==> config.mk <==
export PLATFORM = sky130hd
export DESIGN_NAME = sem_bank
export DESIGN_NICKNAME = d
export VERILOG_FILES = /design/src/rtl/sem_pkg.sv /design/src/rtl/sem_cmd_decode.sv /design/src/rtl/sem_win_decode.sv /design/src/rtl/sem_cell.sv /design/src/rtl/sem_bank.sv
export SDC_FILE = /design/constraint.sdc
export NUM_CORES = 1
export LEC_CHECK = 0
export BUFFER_PORTS_ARGS = -buffer_cell sky130_fd_sc_hd__buf_2
export CAP_MARGIN = 0
export CORE_MARGIN = 2
export CORE_UTILIZATION = 40
export CTS_CLUSTER_SIZE = 14
export DETAILED_ROUTE_END_ITERATION = 10
export MAX_ROUTING_LAYER = met4
export PLACE_DENSITY_LB_ADDON = 0.3
export SLEW_MARGIN = 20
export SYNTH_ARGS = -nofsm -noshare
export SYNTH_HDL_FRONTEND = slang
export SYNTH_HIERARCHICAL = 1
export SYNTH_SLANG_ARGS = --single-unit
==> constraint.sdc <==
create_clock -name clk -period 6.2 [get_ports clk]
set_input_delay 0.31 -clock clk [delete_from_list [all_inputs] [get_ports clk]]
set_output_delay 0.31 -clock clk [all_outputs]
set_load 0.03 [all_outputs]
==> src/rtl/sem_pkg.sv <==
package sem_pkg;

  typedef enum logic [2:0] {
    SOP_NONE,
    SOP_INIT,
    SOP_POST,
    SOP_GET,
    SOP_WAIT
  } sem_op_e;

  localparam logic [7:0] OPC_INIT_A = 8'h8C;
  localparam logic [7:0] OPC_INIT_B = 8'hA3;
  localparam logic [7:0] OPC_POST   = 8'h90;
  localparam logic [7:0] OPC_GET    = 8'h94;
  localparam logic [7:0] OPC_WAIT   = 8'h98;

  localparam int SEL_LSB  = 2;
  localparam int COND_LSB = 16;
  localparam int CEIL_LSB = 20;
  localparam int OPC_LSB  = 24;

  function automatic sem_op_e decode_opc(input logic [7:0] opc);
    case (opc)
      OPC_INIT_A, OPC_INIT_B: decode_opc = SOP_INIT;
      OPC_POST:               decode_opc = SOP_POST;
      OPC_GET:                decode_opc = SOP_GET;
      OPC_WAIT:               decode_opc = SOP_WAIT;
      default:                decode_opc = SOP_NONE;
    endcase
  endfunction

endpackage

==> src/rtl/sem_cmd_decode.sv <==
module sem_cmd_decode
  import sem_pkg::*;
#(
  parameter int NUM_SEM = 8,
  parameter int VAL_W   = 4
) (
  input  logic               fire_i,
  input  logic [31:0]        word_i,
  output logic [NUM_SEM-1:0] init_o,
  output logic [NUM_SEM-1:0] up_o,
  output logic [NUM_SEM-1:0] dn_o,
  output logic               wait_o,
  output logic [NUM_SEM-1:0] sel_o,
  output logic [1:0]         cond_o,
  output logic [VAL_W-1:0]   ceil_o
);

  sem_op_e op;

  always_comb begin
    op     = fire_i ? decode_opc(word_i[OPC_LSB +: 8]) : SOP_NONE;
    sel_o  = word_i[SEL_LSB +: NUM_SEM];
    cond_o = word_i[COND_LSB +: 2];
    ceil_o = word_i[CEIL_LSB +: VAL_W];
    init_o = (op == SOP_INIT) ? sel_o : '0;
    up_o   = (op == SOP_POST) ? sel_o : '0;
    dn_o   = (op == SOP_GET)  ? sel_o : '0;
    wait_o = (op == SOP_WAIT);
  end

endmodule

==> src/rtl/sem_win_decode.sv <==
module sem_win_decode #(
  parameter int                NUM_SEM    = 8,
  parameter int                ID_W       = 3,
  parameter int                ADDR_W     = 8,
  parameter logic [2**ID_W-1:0] ALLOW_MASK = 8'b0001_1100,
  parameter logic [ADDR_W-1:0] WIN_BASE   = 8'h20
) (
  input  logic                       valid_i,
  input  logic                       write_i,
  input  logic [ID_W-1:0]            id_i,
  input  logic [ADDR_W-1:0]          addr_i,
  input  logic                       bit0_i,
  output logic                       rd_hit_o,
  output logic [$clog2(NUM_SEM)-1:0] rd_idx_o,
  output logic [NUM_SEM-1:0]         up_o,
  output logic [NUM_SEM-1:0]         dn_o
);

  localparam int                IDX_W    = $clog2(NUM_SEM);
  localparam logic [ADDR_W-1:0] WIN_LAST = WIN_BASE + ADDR_W'(4 * (NUM_SEM - 1));

  logic              in_range;
  logic              hit;
  logic [ADDR_W-1:0] rel;

  always_comb begin
    rel      = addr_i - WIN_BASE;
    in_range = (addr_i >= WIN_BASE) && (addr_i <= WIN_LAST) && (addr_i[1:0] == 2'b00);
    hit      = valid_i && ALLOW_MASK[id_i] && in_range;
    rd_hit_o = hit && !write_i;
    rd_idx_o = rel[2 +: IDX_W];
    up_o     = '0;
    dn_o     = '0;
    if (hit && write_i) begin
      up_o[rd_idx_o] = !bit0_i;
      dn_o[rd_idx_o] = bit0_i;
    end
  end

endmodule

==> src/rtl/sem_cell.sv <==
module sem_cell #(
  parameter int VAL_W = 4
) (
  input  logic             clk,
  input  logic             rst_n,
  input  logic             init_i,
  input  logic [VAL_W-1:0] init_ceil_i,
  input  logic             cmd_up_i,
  input  logic             cmd_dn_i,
  input  logic             win_up_i,
  input  logic             win_dn_i,
  output logic [VAL_W-1:0] val_o,
  output logic [VAL_W-1:0] ceil_o
);

  localparam int               SUM_W = VAL_W + 2;
  localparam logic [VAL_W-1:0] FULL  = '1;

  logic [VAL_W-1:0]        val_q, val_d, ceil_q, ceil_d, lim;
  logic signed [SUM_W-1:0] ups, dns, sum;
  logic                    en;

  always_comb begin
    ups    = $signed(SUM_W'(cmd_up_i)) + $signed(SUM_W'(win_up_i));
    dns    = $signed(SUM_W'(cmd_dn_i)) + $signed(SUM_W'(win_dn_i));
    sum    = $signed({2'b00, val_q}) + ups - dns;
    lim    = cmd_up_i ? ceil_q : FULL;
    val_d  = val_q;
    ceil_d = ceil_q;
    en     = init_i || (ups != dns);
    if (init_i) begin
      val_d  = '0;
      ceil_d = init_ceil_i;
    end else if (ups > dns) begin
      if (val_q >= lim)                       val_d = val_q;
      else if (sum > $signed({2'b00, lim}))   val_d = lim;
      else                                    val_d = sum[VAL_W-1:0];
    end else if (dns > ups) begin
      val_d = (sum < 0) ? '0 : sum[VAL_W-1:0];
    end
  end

  always_ff @(posedge clk or negedge rst_n) begin
    if (!rst_n) begin
      val_q  <= '0;
      ceil_q <= '0;
    end else if (en) begin
      val_q  <= val_d;
      ceil_q <= ceil_d;
    end
  end

  assign val_o  = val_q;
  assign ceil_o = ceil_q;

endmodule

==> src/rtl/sem_bank.sv <==
module sem_bank #(
  parameter int                 NUM_SEM    = 8,
  parameter int                 VAL_W      = 4,
  parameter int                 ID_W       = 3,
  parameter int                 ADDR_W     = 8,
  parameter logic [2**ID_W-1:0] ALLOW_MASK = 8'b0001_1100,
  parameter logic [ADDR_W-1:0]  WIN_BASE   = 8'h20
) (
  input  logic              clk,
  input  logic              rst_n,
  input  logic              cmd_valid,
  input  logic [31:0]       cmd_word,
  output logic              cmd_ready,
  input  logic              win_valid,
  input  logic              win_write,
  input  logic [ID_W-1:0]   win_id,
  input  logic [ADDR_W-1:0] win_addr,
  input  logic [31:0]       win_wdata,
  output logic [31:0]       win_rdata
);

  localparam int IDX_W = $clog2(NUM_SEM);

  logic                            rst_meta, srst_n;
  logic                            cmd_fire;
  logic [NUM_SEM-1:0]              c_init, c_up, c_dn, c_sel, w_up, w_dn;
  logic                            c_wait;
  logic [1:0]                      c_cond;
  logic [VAL_W-1:0]                c_ceil;
  logic                            rd_hit;
  logic [IDX_W-1:0]                rd_idx;
  logic [NUM_SEM-1:0][VAL_W-1:0]   val_all, ceil_all;
  logic                            pend_q, pend_d, arm_en;
  logic [NUM_SEM-1:0]              wmask_q;
  logic [1:0]                      wcond_q;
  logic                            new_blocks, old_blocks;
  logic [31:0]                     rdata_d;

  // reset: asserted asynchronously, released through two flops
  always_ff @(posedge clk or negedge rst_n) begin
    if (!rst_n) begin
      rst_meta <= 1'b0;
      srst_n   <= 1'b0;
    end else begin
      rst_meta <= 1'b1;
      srst_n   <= rst_meta;
    end
  end

  assign cmd_ready = !pend_q;
  assign cmd_fire  = cmd_valid && cmd_ready;

  sem_cmd_decode #(.NUM_SEM(NUM_SEM), .VAL_W(VAL_W)) u_cdec (
    .fire_i(cmd_fire), .word_i(cmd_word), .init_o(c_init), .up_o(c_up),
    .dn_o(c_dn), .wait_o(c_wait), .sel_o(c_sel), .cond_o(c_cond), .ceil_o(c_ceil)
  );

  sem_win_decode #(.NUM_SEM(NUM_SEM), .ID_W(ID_W), .ADDR_W(ADDR_W),
                   .ALLOW_MASK(ALLOW_MASK), .WIN_BASE(WIN_BASE)) u_wdec (
    .valid_i(win_valid), .write_i(win_write), .id_i(win_id), .addr_i(win_addr),
    .bit0_i(win_wdata[0]), .rd_hit_o(rd_hit), .rd_idx_o(rd_idx), .up_o(w_up), .dn_o(w_dn)
  );

  for (genvar g = 0; g < NUM_SEM; g++) begin : g_cell
    sem_cell #(.VAL_W(VAL_W)) u_cell (
      .clk(clk), .rst_n(srst_n), .init_i(c_init[g]), .init_ceil_i(c_ceil),
      .cmd_up_i(c_up[g]), .cmd_dn_i(c_dn[g]), .win_up_i(w_up[g]), .win_dn_i(w_dn[g]),
      .val_o(val_all[g]), .ceil_o(ceil_all[g])
    );
  end

  // wait condition against the stored counts
  always_comb begin
    new_blocks = 1'b0;
    old_blocks = 1'b0;
    for (int i = 0; i < NUM_SEM; i++) begin
      if (c_sel[i] && ((c_cond[0] && val_all[i] == '0) ||
                       (c_cond[1] && val_all[i] >= ceil_all[i])))
        new_blocks = 1'b1;
      if (wmask_q[i] && ((wcond_q[0] && val_all[i] == '0) ||
                         (wcond_q[1] && val_all[i] >= ceil_all[i])))
        old_blocks = 1'b1;
    end
    arm_en = c_wait && new_blocks;
    pend_d = pend_q ? old_blocks : arm_en;
  end

  always_ff @(posedge clk or negedge srst_n) begin
    if (!srst_n) begin
      pend_q <= 1'b0;
    end else begin
      pend_q <= pend_d;
    end
  end

  always_ff @(posedge clk or negedge srst_n) begin
    if (!srst_n) begin
      wmask_q <= '0;
      wcond_q <= '0;
    end else if (arm_en) begin
      wmask_q <= c_sel;
      wcond_q <= c_cond;
    end
  end

  always_comb rdata_d = rd_hit ? 32'(val_all[rd_idx]) : 32'd0;

  always_ff @(posedge clk or negedge srst_n) begin
    if (!srst_n) win_rdata <= '0;
    else         win_rdata <= rdata_d;
  end

endmodule

* Word level (Yosys, flattened, before mapping)
Memory sizes are Yosys's and may differ from the RTL's.
Index checks and enable logic that the tools add are counted.
Widths: inputs -> output; s select.
** Storage, ports and cells
- ROM bits :: 8
- Bits of input ports :: 80
- Memories :: 1
- Logic and storage cells :: 340
- Flip-flop bits (word level) :: 81
- Output and inout port bits :: 33
** Operators by class
- Mux-type cells :: 86
- Eq/ne operators :: 25
- Bitwise gates (word level) :: 2
- Reductions and logical operators :: 118
- Add/sub/neg operators :: 33
- Order comparisons :: 53
** Memories
- (name not given) :: depth 8, bits a word 1, read ports 1, clocked after memory_dff 0, write ports 0, line sem_win_decode.sv:29 : hit = valid_i && ALLOW_MASK[id_i] && in_range;
** Operator list (number)
- $mux 4 :: 58
- $gt 6x6->1 :: 16
- $ge 4x4->1 :: 16
- $logic_and 1x1->1 :: 57
- $add 5x6->6 :: 8
- $gt 6x5->1 :: 8
- $lt 6x1->1 const B :: 8
- $ne 6x6->1 :: 8
- $sub 6x3->6 :: 8
- $eq 8x8->1 const B :: 5
- $mux 8 :: 5
- $add 1x1->2 :: 16
- $logic_not 4->1 :: 8
- $logic_or 1x1->1 :: 24
- $ne 3x3->1 const B :: 8
- $reduce_and 3->1 :: 8
- $reduce_bool 3->1 :: 8
- $mux 1 :: 19
- $and 8x8->8 :: 2
- $reduce_and 2->1 :: 8
- $bmux 4 s3 :: 1
- $pmux 3 s4 :: 1
- $ge 8x6->1 const B :: 1
- $le 8x6->1 const B :: 1
- 11 further kinds :: 15

* Logic depth before layout (Yosys ltp)
- Depth after elaboration :: 15
- Depth in mapped cells :: 19
- Gate-level depth less buffers :: 18

* Hierarchy
The synthesis kept the hierarchy.
** Modules (own cells, without submodules)
- sem_cell (g_cell[1].u_cell ...) :: cells an instance 97, area an instance 887.1 um^2, times used 6, seq. area each 200.2 um^2
- sem_bank :: cells an instance 230, area an instance 2093.3 um^2, times used 1, seq. area each 425.4 um^2
- sem_cell (g_cell[0].u_cell) :: cells an instance 97, area an instance 879.6 um^2, times used 1, seq. area each 200.2 um^2
- sem_cell (g_cell[5].u_cell) :: cells an instance 97, area an instance 877.1 um^2, times used 1, seq. area each 200.2 um^2
- sem_cmd_decode :: cells an instance 61, area an instance 514.2 um^2, times used 1, seq. area each 0.0 um^2
- sem_win_decode :: cells an instance 39, area an instance 329.1 um^2, times used 1, seq. area each 0.0 um^2

* Worst setup path after synthesis
OpenSTA, ideal clock, no wires.
- Path kind :: reg2reg
- From :: reg pend_q
- To :: reg g_cell[5].u_cell.val_q[3]
- Period minus slack after synthesis :: 4.169 ns
- Buffers on the path :: 1
- Cell stages (with the launch flop) :: 19
- Data required time :: 6.061 ns
- Arrival time :: 4.030 ns
- Setup time :: 0.139 ns
- Slack :: 2.031 ns
- Cell sequence :: dfrtp_1 -> nor2b_1 -> nand3b_4 -> or3_1 -> buf_4 -> nor4b_2 -> ha_1 -> fa_1 -> inv_1 -> ha_1 -> a21o_1 -> a21oi_2 -> xor2_1 -> ha_1 -> and4_1 -> a21oi_1 -> o21ai_2 -> o311ai_0 -> o32ai_1
** Between the ends
- Elaborated cells on any way between the ends :: 30
- Classes of those cells :: add/sub: 4; order compare: 5; eq/ne: 5; mux: 11; reduce/logical: 5
** RTL lines
- start, declared :: line sem_bank.sv:33 : logic pend_q, pend_d, arm_en;
- start signal, assigned :: line sem_bank.sv:92 : pend_q <= pend_d;
- $logic_not 1->1 (*) :: line sem_bank.sv:50 : assign cmd_ready = !pend_q;
- $logic_and 1x1->1 (*) :: line sem_bank.sv:51 : assign cmd_fire = cmd_valid && cmd_ready;
- net cmd_fire :: line sem_bank.sv:25 : logic cmd_fire;
- $mux 3 (*) :: line sem_cmd_decode.sv:21 : op = fire_i ? decode_opc(word_i[OPC_LSB +: 8]) : SOP_NONE;
- $eq 3x2->1 (*) :: line sem_cmd_decode.sv:27 : dn_o = (op == SOP_GET) ? sel_o : '0;
- $mux 8 (*) :: line sem_cmd_decode.sv:27
- net c_dn[5] :: line sem_bank.sv:26 : logic [NUM_SEM-1:0] c_init, c_up, c_dn, c_sel, w_up, w_dn;
- $add 1x1->2 (*) :: line sem_cell.sv:25 : dns = $signed(SUM_W'(cmd_dn_i)) + $signed(SUM_W'(win_dn_i));
- $sub 6x3->6 :: line sem_cell.sv:26 : sum = $signed({2'b00, val_q}) + ups - dns;
- $lt 6x1->1 or $gt 6x5->1 (tied branches) :: line sem_cell.sv:39, sem_cell.sv:36
- $mux 4, on equally long branches :: line sem_cell.sv:39, sem_cell.sv:36
- $mux 4, on equally long branches :: line sem_cell.sv:38, sem_cell.sv:35
- $mux 4 :: line sem_cell.sv:34 : end else if (ups > dns) begin
- $mux 4 :: line sem_cell.sv:31 : if (init_i) begin
- end signal, assigned :: line sem_cell.sv:48 : val_q <= val_d;
- end, declared :: line sem_cell.sv:19 : logic [VAL_W-1:0] val_q, val_d, ceil_q, ceil_d, lim;
Mark *: on every way through the listed nets, which the timed path passes. The rest lies on a longest branch. The select of a mux whose other input is x is not followed.
A chain may end at the register's enable or synchronous reset.

* Final worst setup path
- From :: reg pend_q
- To :: reg g_cell[1].u_cell.val_q[3]
** Between the ends
- Elaborated cells on any way between the ends :: 30
- Classes of those cells :: add/sub: 4; order compare: 5; eq/ne: 5; mux: 11; reduce/logical: 5
** RTL lines (line)
- $logic_not 1->1 (*) :: sem_bank.sv:50
- $logic_and 1x1->1 (*) :: sem_bank.sv:51
- net cmd_fire :: sem_bank.sv:25
- $mux 3 (*) :: sem_cmd_decode.sv:21
- $eq 3x2->1 (*) :: sem_cmd_decode.sv:27
- $mux 8 (*) :: sem_cmd_decode.sv:27
- net c_dn[1] :: sem_bank.sv:26
- $add 1x1->2 (*) :: sem_cell.sv:25
- $sub 6x3->6 :: sem_cell.sv:26
- $lt 6x1->1 or $gt 6x5->1 (tied branches) :: sem_cell.sv:39, sem_cell.sv:36
- $mux 4, on equally long branches :: sem_cell.sv:39, sem_cell.sv:36
- $mux 4, on equally long branches :: sem_cell.sv:38, sem_cell.sv:35
- $mux 4 :: sem_cell.sv:34
- $mux 4 :: sem_cell.sv:31
- end signal, assigned :: sem_cell.sv:48
- end, declared :: sem_cell.sv:19
Marks and branches as above.

==> results_dict.tcl <==
set metrics [dict create \
    synth-seq-cells 81 \
    firstDrtPassIters 4 \
    initial_utilization_pct 40.9 \
    cts_tree "yes" \
    finalClockSkew_ns 0.0112 \
    coreArea_um2 24500 \
    dpl.hpwl_um 19200 \
    stdcell_area_um2 10700 \
    drt-wirelength-per-cell_um 16.7 \
    clk_path_buf_depth 2 \
    cts_resized 0 \
    synthFlopType "dfrtp_1" \
    die_x_um 162 \
    port_buffers 43 \
    arrival_ns 5.07 \
    drv_slew 0 \
    clock-sinks 81 \
    drtIter0Drc 357 \
    tightest_slew_ns 0.911 \
    clk_pin_slew_ns 0.07 \
    ctsHoldBuffers 1 \
    io_pins 113 \
    r2r_setup_slack_ns 1.35 \
    postLayoutCoreUtil_pct 43.6 \
    setup_viol 0 \
    rr_worst_depth 17 \
    report.power.total_mw 1.60 \
    grt_pass1_wl_um 40600 \
    place_area_um2 10400 \
    drive_above_1_share_pct 16.0 \
    hold_viol_final 0 \
    period_needed_ns 4.85 \
    synthCells 1106 \
    grt-ovfl-total 0 \
    crit_path_end_kind "flip-flop" \
    status "completed" \
    dieArea_um2 26300 \
    cts_inserted_buffers 9 \
    max-slew-margin-rel_pct 39.2 \
    vias_per_cell 5.43 \
    die_h_um 162 \
    instances_no_fill 1468 \
    grt.total_usage_pct 20.0 \
    yosysWarnings 6 \
    setup_slack_ns 1.35 \
    start_kind "flip-flop" \
    fin_nets 1409 \
    insertion_delay_ns 0.35 \
    synth.distinct_cells 70 \
    rows 57 \
    dp.cells 1449 \
    dp_slack_ns 1.29 \
    mappedNetlistArea_um2 10000 \
    crit_fanout 10 \
    path_class "reg2reg" \
    num_vias 7976 \
    worstSetupStartpoint "pend_q$_DFF_PN0_" \
    fmax_mhz 206 \
    ir_worst_vdd_uv 150 \
    rsz0062_at_grt "no" \
    htreeDepth 3 \
    hp-class "reg2async" \
    gp_congestion 0.878 \
    synthArstFlopShare_pct 100 \
    postCtsSetupRepairBufs 0 \
    power_leakage_nw 4.81 \
    synth.avg_cell_area_um2 9.06 \
    drc_errors 0 \
    rr_endpoint "g_cell[1].u_cell/val_o[3]$_DFFE_PN0P_" \
    grt_max_degree 61 \
    area_delta_synth_final_pct 6.52 \
    finalSetupTns_ns 0 \
    antenna_found_initial 2 \
    synth_edf_count 0 \
    detail-route-antenna-nets 0 \
    cts_root_buffer "clkbuf_16" \
    wl_um 24600 \
    first_global_vias 7957 \
    reg2reg_from "pend_q$_DFF_PN0_" \
    whs_ns 0.208 \
    final_common_cell "inv_1" \
    cellPowerDensity_nw_per_um2 150 \
    maxCapViolations 0 \
    period_share_pct 78.2 \
    timing.critical_path.to "g_cell[1].u_cell/val_o[3]$_DFFE_PN0P_" \
    worstPathRequired_ns 6.43 \
    mostFrequentLayoutCells "inv_1 (181), ha_1 (176), dfrtp_1 (80), nand3_1 (51), a21oi_1 (49)" \
    synth_seq_area_share_pct 20.2 \
]
==> worst max-delay path, cell delays in order, from the launching register on <==
cell      delay (ns)
dfrtp_1         0.40
nor2b_1         0.23
nand3b_4        0.21
or3_1           0.71
nor4b_2         0.40
ha_1            0.26
fa_1            0.42
inv_1           0.11
ha_1            0.23
a21o_1          0.19
a21oi_2         0.23
xor2_1          0.18
ha_1            0.27
and4_1          0.21
a21oi_1         0.16
o21ai_2         0.13
o311ai_1        0.26
o32ai_1         0.12
==> cell usage after synthesis, types with 16 or more instances <==
cell type | count | area, um^2
fa_1 | 16 | 320
ha_1 | 176 | 2200
buf_4 | 46 | 345
xor2_1 | 16 | 140
a21oi_1 | 49 | 245
nor2b_1 | 21 | 131
and2_1 | 16 | 100
a211oi_1 | 24 | 180
nand3_1 | 51 | 255
nor4_1 | 24 | 150
inv_1 | 181 | 679
nor2_1 | 37 | 139
dfrtp_1 | 81 | 2030
nand2b_1 | 24 | 150
mux2_2 | 40 | 450
o211ai_1 | 17 | 128
nand2_1 | 43 | 161
or3_1 | 17 | 106
==> worst min-delay path by stage <==
stage | start | to | slack [ns] | cells past startpoint
after floorplan | rst_n | rst_meta$_DFF_PN0_ | 0.01 | 0
after global placement | rst_n | rst_meta$_DFF_PN0_ | 0.1 | 1
after detailed placement | rst_n | rst_meta$_DFF_PN0_ | 0.1 | 1
after CTS | srst_n$_DFF_PN0_ | g_cell[6].u_cell/val_o[2]$_DFFE_PN0P_ | 0.23 | 0
after global routing | srst_n$_DFF_PN0_ | g_cell[7].u_cell/val_o[3]$_DFFE_PN0P_ | 0.24 | 0
final | srst_n$_DFF_PN0_ | g_cell[6].u_cell/val_o[2]$_DFFE_PN0P_ | 0.21 | 0
==> metal layers <==
layer	track usage [%]	share of wire, %	up-vias
met1	25.9	47	3795
met4	6.48	2.8	0
met5	-	0	-
li1	-	-	3946
met3	3.17	4.0	50
met2	32.2	46	185
==> where the power goes <==
| part | internal (mW) | switching (mW) | leakage [nW] |
|---|---|---|---|
| Clock | 0.312 | 0.241 | 0.142 |
| Combinational | 0.178 | 0.247 | 3.59 |
| Sequential | 0.565 | 0.0561 | 1.08 |
| Total | 1.05 | 0.544 | 4.81 |
==> cell type report <==
| class | instances | area, um^2 |
|---|---|---|
| inverter | 181 | 679 |
| fill | 2395 | 13800 |
| sequential | 81 | 2030 |
| tap | 324 | 405 |
| multi-input combinational | 810 | 6950 |
| clock inverter | 7 | 68.8 |
| antenna | 2 | 5.00 |
| clock buffer | 9 | 225 |
| timing repair buffer | 54 | 300 |
==> flip-flops by register name, summed over array words and instances, names as in the netlist <==
signal / cells
g_cell.u_cell/ceil_o: 32
g_cell.u_cell/val_o: 32
wmask_q: 8
win_rdata: 4
wcond_q: 2
pend_q: 1
rst_meta: 1
srst_n: 1
==> cell families after synthesis <==
family | share of synthesized area, %
other | 0.0750
and+or+nand+nor | 17.3
buffers and inverters | 11.3
DFF | 20.2
muxes | 7.50
AOI/OAI and AO/OA | 16.3
adders and majority gates | 25.2
xor gates and xnor gates | 2.10
Power figures use the tool's default switching activity.
